--- src/rtl/ushr_pkg.sv ---
package ushr_pkg;
  typedef enum logic [2:0] {
    OP_HOLD  = 3'd0,
    OP_SHR   = 3'd1,
    OP_SHL   = 3'd2,
    OP_LOAD  = 3'd3,
    OP_CLEAR = 3'd4
  } op_e;

  localparam logic [1:0] SEL_HOLD = 2'b00;
  localparam logic [1:0] SEL_SHR  = 2'b01;
  localparam logic [1:0] SEL_SHL  = 2'b10;
  localparam logic [1:0] SEL_LOAD = 2'b11;
endpackage

--- src/rtl/ushr_op_dec.sv ---
module ushr_op_dec
  import ushr_pkg::*;
(
  input  logic       clr_n,
  input  logic [1:0] sel,
  output op_e        op,
  output logic       upd,
  output logic       load_sel
);
  always_comb begin
    if (!clr_n) begin
      op = OP_CLEAR;
    end else begin
      case (sel)
        SEL_SHR:  op = OP_SHR;
        SEL_SHL:  op = OP_SHL;
        SEL_LOAD: op = OP_LOAD;
        default:  op = OP_HOLD;
      endcase
    end
  end

  // Clock enable: only hold leaves the flops idle.
  assign upd      = (op != OP_HOLD);
  // The bus driver looks at the raw select, not the clear-qualified op.
  assign load_sel = (sel == SEL_LOAD);
endmodule

--- src/rtl/ushr_next.sv ---
module ushr_next
  import ushr_pkg::*;
#(
  parameter int WIDTH = 8
) (
  input  op_e              op,
  input  logic [WIDTH-1:0] q,
  input  logic [WIDTH-1:0] bus_in,
  input  logic             ser_r_in,
  input  logic             ser_l_in,
  output logic [WIDTH-1:0] q_nxt
);
  localparam int TOP = WIDTH - 1;

  logic [WIDTH-1:0] from_lo;
  logic [WIDTH-1:0] from_hi;

  for (genvar i = 0; i < WIDTH; i++) begin : g_nb
    if (i == 0) begin : g_lo_end
      assign from_lo[i] = ser_r_in;
    end else begin : g_lo_mid
      assign from_lo[i] = q[i-1];
    end
    if (i == TOP) begin : g_hi_end
      assign from_hi[i] = ser_l_in;
    end else begin : g_hi_mid
      assign from_hi[i] = q[i+1];
    end
  end

  always_comb begin
    case (op)
      OP_CLEAR: q_nxt = '0;
      OP_LOAD:  q_nxt = bus_in;
      OP_SHR:   q_nxt = from_lo;
      OP_SHL:   q_nxt = from_hi;
      default:  q_nxt = q;
    endcase
  end
endmodule

--- src/rtl/ushr_bus_drv.sv ---
module ushr_bus_drv #(
  parameter int WIDTH = 8
) (
  input  logic             oe_a_n,
  input  logic             oe_b_n,
  input  logic             load_sel,
  input  logic [WIDTH-1:0] q,
  output logic             bus_oe,
  output logic [WIDTH-1:0] bus_out
);
  always_comb begin
    bus_oe  = !oe_a_n && !oe_b_n && !load_sel;
    bus_out = bus_oe ? q : '0;
  end
endmodule

--- src/rtl/ushift_reg.sv ---
module ushift_reg
  import ushr_pkg::*;
#(
  parameter int WIDTH = 8
) (
  input  logic             clk,
  input  logic             rst_n,
  input  logic             clr_n,
  input  logic [1:0]       sel,
  input  logic             ser_r_in,
  input  logic             ser_l_in,
  input  logic             oe_a_n,
  input  logic             oe_b_n,
  input  logic [WIDTH-1:0] bus_in,
  output logic [WIDTH-1:0] bus_out,
  output logic             bus_oe,
  output logic             ser_lo_out,
  output logic             ser_hi_out
);
  localparam int TOP = WIDTH - 1;

  op_e              op;
  logic             upd;
  logic             load_sel;
  logic [WIDTH-1:0] q;
  logic [WIDTH-1:0] q_nxt;

  ushr_op_dec u_dec (
    .clr_n    (clr_n),
    .sel      (sel),
    .op       (op),
    .upd      (upd),
    .load_sel (load_sel)
  );

  ushr_next #(.WIDTH(WIDTH)) u_next (
    .op       (op),
    .q        (q),
    .bus_in   (bus_in),
    .ser_r_in (ser_r_in),
    .ser_l_in (ser_l_in),
    .q_nxt    (q_nxt)
  );

  always_ff @(posedge clk or negedge rst_n) begin
    if (!rst_n) begin
      q <= '0;
    end else if (upd) begin
      q <= q_nxt;
    end
  end

  ushr_bus_drv #(.WIDTH(WIDTH)) u_bus (
    .oe_a_n   (oe_a_n),
    .oe_b_n   (oe_b_n),
    .load_sel (load_sel),
    .q        (q),
    .bus_oe   (bus_oe),
    .bus_out  (bus_out)
  );

  assign ser_lo_out = q[0];
  assign ser_hi_out = q[TOP];

  // a clear empties the register regardless of sel
  p_clear_wins_r2: assert property (@(posedge clk) disable iff (!rst_n)
    !clr_n |=> (q == '0));

  // load captures the bus
  p_load_bus_r3: assert property (@(posedge clk) disable iff (!rst_n)
    (clr_n && sel == SEL_LOAD) |=> (q == $past(bus_in)));

  // right shift
  p_shift_right_r4: assert property (@(posedge clk) disable iff (!rst_n)
    (clr_n && sel == SEL_SHR) |=> (q == {$past(q[TOP-1:0]), $past(ser_r_in)}));

  // left shift
  p_shift_left_r5: assert property (@(posedge clk) disable iff (!rst_n)
    (clr_n && sel == SEL_SHL) |=> (q == {$past(ser_l_in), $past(q[TOP:1])}));

  // hold keeps contents
  p_hold_stable_r6: assert property (@(posedge clk) disable iff (!rst_n)
    (clr_n && sel == SEL_HOLD) |=> $stable(q));

  // never drive the bus while loading
  p_no_drive_load_r7: assert property (@(posedge clk) disable iff (!rst_n)
    (sel == SEL_LOAD) |-> !bus_oe);
endmodule

--- config.mk ---
export PLATFORM = sky130hd
export DESIGN_NAME = ushift_reg
export DESIGN_NICKNAME = d
export VERILOG_FILES = /design/src/rtl/ushr_pkg.sv /design/src/rtl/ushr_op_dec.sv /design/src/rtl/ushr_next.sv /design/src/rtl/ushr_bus_drv.sv /design/src/rtl/ushift_reg.sv
export SDC_FILE = /design/constraint.sdc
export NUM_CORES = 1
export LEC_CHECK = 0
export ABC_AREA = 1
export CORE_ASPECT_RATIO = 1.1
export CORE_MARGIN = 4
export CORE_UTILIZATION = 37
export CTS_CLUSTER_DIAMETER = 100
export CTS_CLUSTER_SIZE = 30
export DETAILED_ROUTE_END_ITERATION = 10
export GPL_TIMING_DRIVEN = 0
export PLACE_DENSITY = 0.72
export SETUP_SLACK_MARGIN = 0.2
export SLEW_MARGIN = 20
export SYNTH_ARGS = -nofsm -noshare
export SYNTH_HDL_FRONTEND = slang
export SYNTH_SLANG_ARGS = --single-unit
--- constraint.sdc ---
create_clock -name clk -period 0.8 [get_ports clk]
set_input_delay 0.08 -clock clk [delete_from_list [all_inputs] [get_ports clk]]
set_output_delay 0.08 -clock clk [all_outputs]
set_load 0.005 [all_outputs]
==> Yosys cells after proc, flatten, opt, wreduce, memory -nomap -nowiden <==
Cells that the tools add are included.
{ "classes": {"muxes": 4, "n_lt_le_gt_ge": 0, "shift": 0, "bitwise_logic": 0, "n_div": 0, "n_reduce_logical": 8, "add_sub_neg": 0, "eq_ne": 7, "multipliers": 0} }
{ "ops": {"columns": ["operator", "count"], "rows": [
  ["one-hot mux 8 bit (4 select lines)", 1],
  ["two-way mux 8 bit", 1],
  ["equality test 3 x 2 -> 1 bit, second input constant", 2],
  ["one-hot mux 2 bit (3 select lines)", 1],
  ["equality test 2 bit, second input constant", 2],
  ["nonzero test 4 bit", 1],
  ["equality test 3 x 1 -> 1 bit, second input constant", 1],
  ["equality test 3 bit, second input constant", 1],
  ["zero test 1 bit", 3],
  ["two-way mux 3 bit", 1],
  ["nonzero test 3 bit", 1],
  ["equality test 2 x 1 -> 1 bit, second input constant", 1],
  ["logical AND 1 bit", 2],
  ["AND reduction 2 bit", 1]
]} }
{ "word_totals": {"mem_bits_ro": 0, "register_bits": 8, "mem_bits_rw": 0, "latchBits": 0, "output_inout_bits": 11, "n_memories": 0} }

==> Logic depth before layout (Yosys ltp) <==
{ "depth": {"ltp_word": 6, "mapped_depth": 5, "depth_no_buf": 3} }

==> By module <==
Synthesis repeated with hierarchy kept, for this count alone.
{ "unflattened": {"cells_unflattened": 136, "hier_area_um2": 762.0} }
{ "by_module_without_submodules": {"columns": ["module", "cells_each", "n_inst", "seq_area_each_um2", "area_each_um2"], "rows": [
  ["ushr_next", 73, 1, 0.0, 345.3],
  ["ushift_reg", 34, 1, 200.2, 305.3],
  ["ushr_bus_drv", 20, 1, 0.0, 77.6],
  ["ushr_op_dec", 9, 1, 0.0, 33.8]
]} }

==> Worst setup path before layout <==
No wires, ideal clock.
{ "synth_path": {"kind": "reg-to-reg", "from": "reg q[0]", "to": "reg q[1]", "path_stages_with_launch": 3, "setup_time_ns": 0.130, "path_buffers": 0, "period_less_slack_ns": 0.693, "arrival_time_ns": 0.563, "slack_ns": 0.107, "required_time_ns": 0.670, "path_cell_list": "dfrtp_1 > nand4_1 > nand4_1"} }
{ "synth_via": {"elab_chain_len": 1} }
{ "synth_rtl": {"columns": ["element", "line", "source"], "rows": [
  ["start: declaration", "ushift_reg.sv:25", "logic [WIDTH-1:0] q;"],
  ["start signal: assignment", "ushift_reg.sv:49", "q <= q_nxt;"],
  ["one-hot mux 8 bit (4 select lines)", "ushr_next.sv:32", "case (op)"]
]} }
Every way passes these cells.
A chain may end at the register's enable or synchronous reset.

==> Final worst setup path <==
{ "layout_path": {"from": "reg q[7]", "to": "out bus_out[7]"} }
{ "layout_via": {"elab_chain_len": 1} }
{ "layout_rtl": {"columns": ["element", "line", "source"], "rows": [
  ["two-way mux 8 bit", "ushr_bus_drv.sv:13", "bus_out = bus_oe ? q : '0;"],
  ["end: declaration", "ushift_reg.sv:15", "output logic [WIDTH-1:0] bus_out,"]
]} }
Every way passes these cells.

==> results.yml <==
logic_synthesis:
  synthFlopType: "dfrtp_1"
  synth-edff-count: 0
  avgSynthCellArea_um2: 8.09
  synth_top_area_share_pct: 38.7
  yosys-top-cells-area: "nand4_1 39%, dfrtp_1 31%, buf_6 8.7%"
  synth_cell_types: 10
  ys_seq_area_share_pct: 30.9
  yosysWarningCount: 0
  synth_most_common_cell: "nand4_1"
  syn_inst: 80
  yosys.area.top_type: "nand4_1"
  syn_area_um2: 647
  synth_seq_cells: 8
  syn_nets: 97
  synth_common_cells: "40 x nand4_1, 11 x inv_1, 8 x dfrtp_1, 8 x nor2_1, 5 x buf_6"
  async_flop_share_pct: 100
sta:
  fmax_mhz: 971
  fin_crit_sh_pct: 129
  worst_slew_pin_slew_ns: 0.424
  final-hold-violation-count: 0
  slew_headroom_pct: 71.6
  layout_min_cycle_time_ns: 1.03
  fin_ws_ns: -0.230
  setup_viol: 18
  finalClockSkew_ns: 0.00895
  slew_violations: 0
  rsz0062_at_grt: "yes"
detailed_routing:
  routedWlPerCell_um: 15.7
  drc: 0
  drt-total-wl_mm: 2.19
  ant_nets: 0
  via_count: 837
  viasPerCell: 6.02
  drtPass1Iterations: 4
  drt-initial-drc-count: 58
power_and_ir_drop:
  powerDensity_nw_per_um2: 1080
  ir_drop_uv: 614
  p_leak_uw: 0.000486
layout:
  top_register: "q"
  nFillCells: 141
  multi_input_area_um2: 324
  largest_reg_flops: 8
  fin_nets: 141
  area_growth_pct: 65.6
  final_area_um2: 1070
  diodes: 0
  final_cells: 139
  drive_gt1_share_pct: 37.7
  top_regs: "q (8)"
  final-seq-area_um2: 200
die:
  die_y_um: 51.9
  start_util_pct: 40.1
  pin_count: 28
  dieArea_um2: 2480
  core_um2: 1610
  die_w_um: 47.9
  fp-row-count: 15
worst_setup_path:
  cp.arrival_ns: 0.95
  required_ns: 0.72
  crit_type: "register to primary output"
  worstReg2RegStart: "q[7]"
  crit_path_end_kind: "primary output"
  cp_cell_sequence: "buf_6 -> inv_2 -> nor2_1 -> buf_2"
  r2r_cells: 5
  cp_max_fo: 2
  cp_slowest_cell: "dfrtp_1"
  reg2reg_to: "q[7]"
  worst_setup_path_start_kind: "register"
  slowest_delay_ns: 0.39
  ff2ff_setup_slack_ns: -0.20
global_routing:
  grt_usage_pct: 19.2
  grt_pass1_vias: 771
  grt_overflow_total: 0
  grt_first_pass_wirelength_mm: 3.44
  grt_max_degree: 11
  grt_antenna_before_repair: 0
clock_network:
  clock_path_buffers: 2
  cts_root_buf: "clkbuf_4"
  numCtsBuffers: 3
  cts_tree: "done"
  cts.sinks: 8
  htreeDepth: 1
  path_clk_slew_ns: 0.06
  worstSkewPairLatency_ns: 0.26
  hold_buffers: 0
worst_hold_path:
  min_path_type: "primary input to asynchronous set/reset pin"
place:
  post-dp-hpwl_mm: 1.41
  gp_congestion: 0.862
  dpl-instance-area_um2: 931
  pre_cts_slack_ns: -0.605
  portBuffers: 25
  place_inst: 122
run_status:
  violations: "setup timing"
  status: "finished with violations"
job:
  max_cap_viol_count: 0
==> worst max-delay path by stage <==
stage	from	end	slack [ns]	cells past startpoint
global route	q[7]	bus_out[7]	-0.27	4
CTS	q[7]	bus_out[7]	-0.23	4
finish	q[7]	bus_out[7]	-0.23	4
global placement	oe_a_n	bus_out[7]	-0.60	5
floorplan	q[1]	q[0]	0.14	2
detailed placement	oe_a_n	bus_out[7]	-0.60	5
==> layout make-up <==
class,instances,area share [%]
buffer,9,9.81
inverter,13,5.49
clock buffer,3,2.10
tap,17,1.99
timing repair buffer,38,31.7
multi-input combinational,51,30.3
sequential,8,18.7
==> through the flow <==
| stage | util (%) | hold WS, ns | setup TNS (ns) | total power (uW) |
|---|---|---|---|---|
| 3_5_place_dp | 57.7 | 0.391 | -8.01 | 764 |
| 3_3_place_gp | 57.7 | 0.393 | -7.67 | 759 |
| 6_report | 66.4 | 0.122 | -2.14 | 1160 |
| 5_1_grt | 66.4 | 0.141 | -2.81 | 1210 |
| 2_1_floorplan | - | -0.216 | 0 | 613 |
| 4_1_cts | 65.9 | 0.118 | -2.05 | 1150 |
==> cells by family (layout without fill, tap and decap cells) <==
kind of cell           Yosys count  after routing  synth area share [%]
DFF                              8              8                  30.9
and+or+nand+nor                 50             51                  45.5
buffers and inverters           22             63                  23.6
==> cell usage in the layout, fill, tap and decap left out, drive strengths merged <==
cell           instances
dlygate4sd2            3
clkbuf                 3
inv                   13
dfrtp                  8
nor2                   8
nand4                 40
nand3                  2
clkdlybuf4s15          1
clkdlybuf4s50         11
buf                   32
nand2                  1
==> critical path: cells and delay by family (launching register included) <==
family | cells | cell delay [ns]
and+or+nand+nor | 1 | 0.03
DFF | 1 | 0.39
buffers and inverters | 3 | 0.27
==> layer usage <==
metal / vias up / GRT usage [%] / part of all wire [%] / wire length, um
met1: 387 / 26.1 / 38 / 838
met5: - / 0 / 0 / 0
li1: 392 / - / - / -
met2: 54 / 29.1 / 50 / 1090
met3: 4 / 3.11 / 10 / 228
met4: 0 / 8.52 / 1.4 / 30
==> power by group <==
group	leakage (uW)	switching [uW]	internal [uW]
logic	0.000364	187	215
registers	0.000108	17.6	428
clock network	0.0000138	141	172
==> timing repair <==
action,CTS,global route
buffers inserted,13,0
setup endpoints to repair,19,19
gates cloned,1,0
pin swaps,12,3
gates resized for setup,63,2
(Power assumes the default switching activity.)
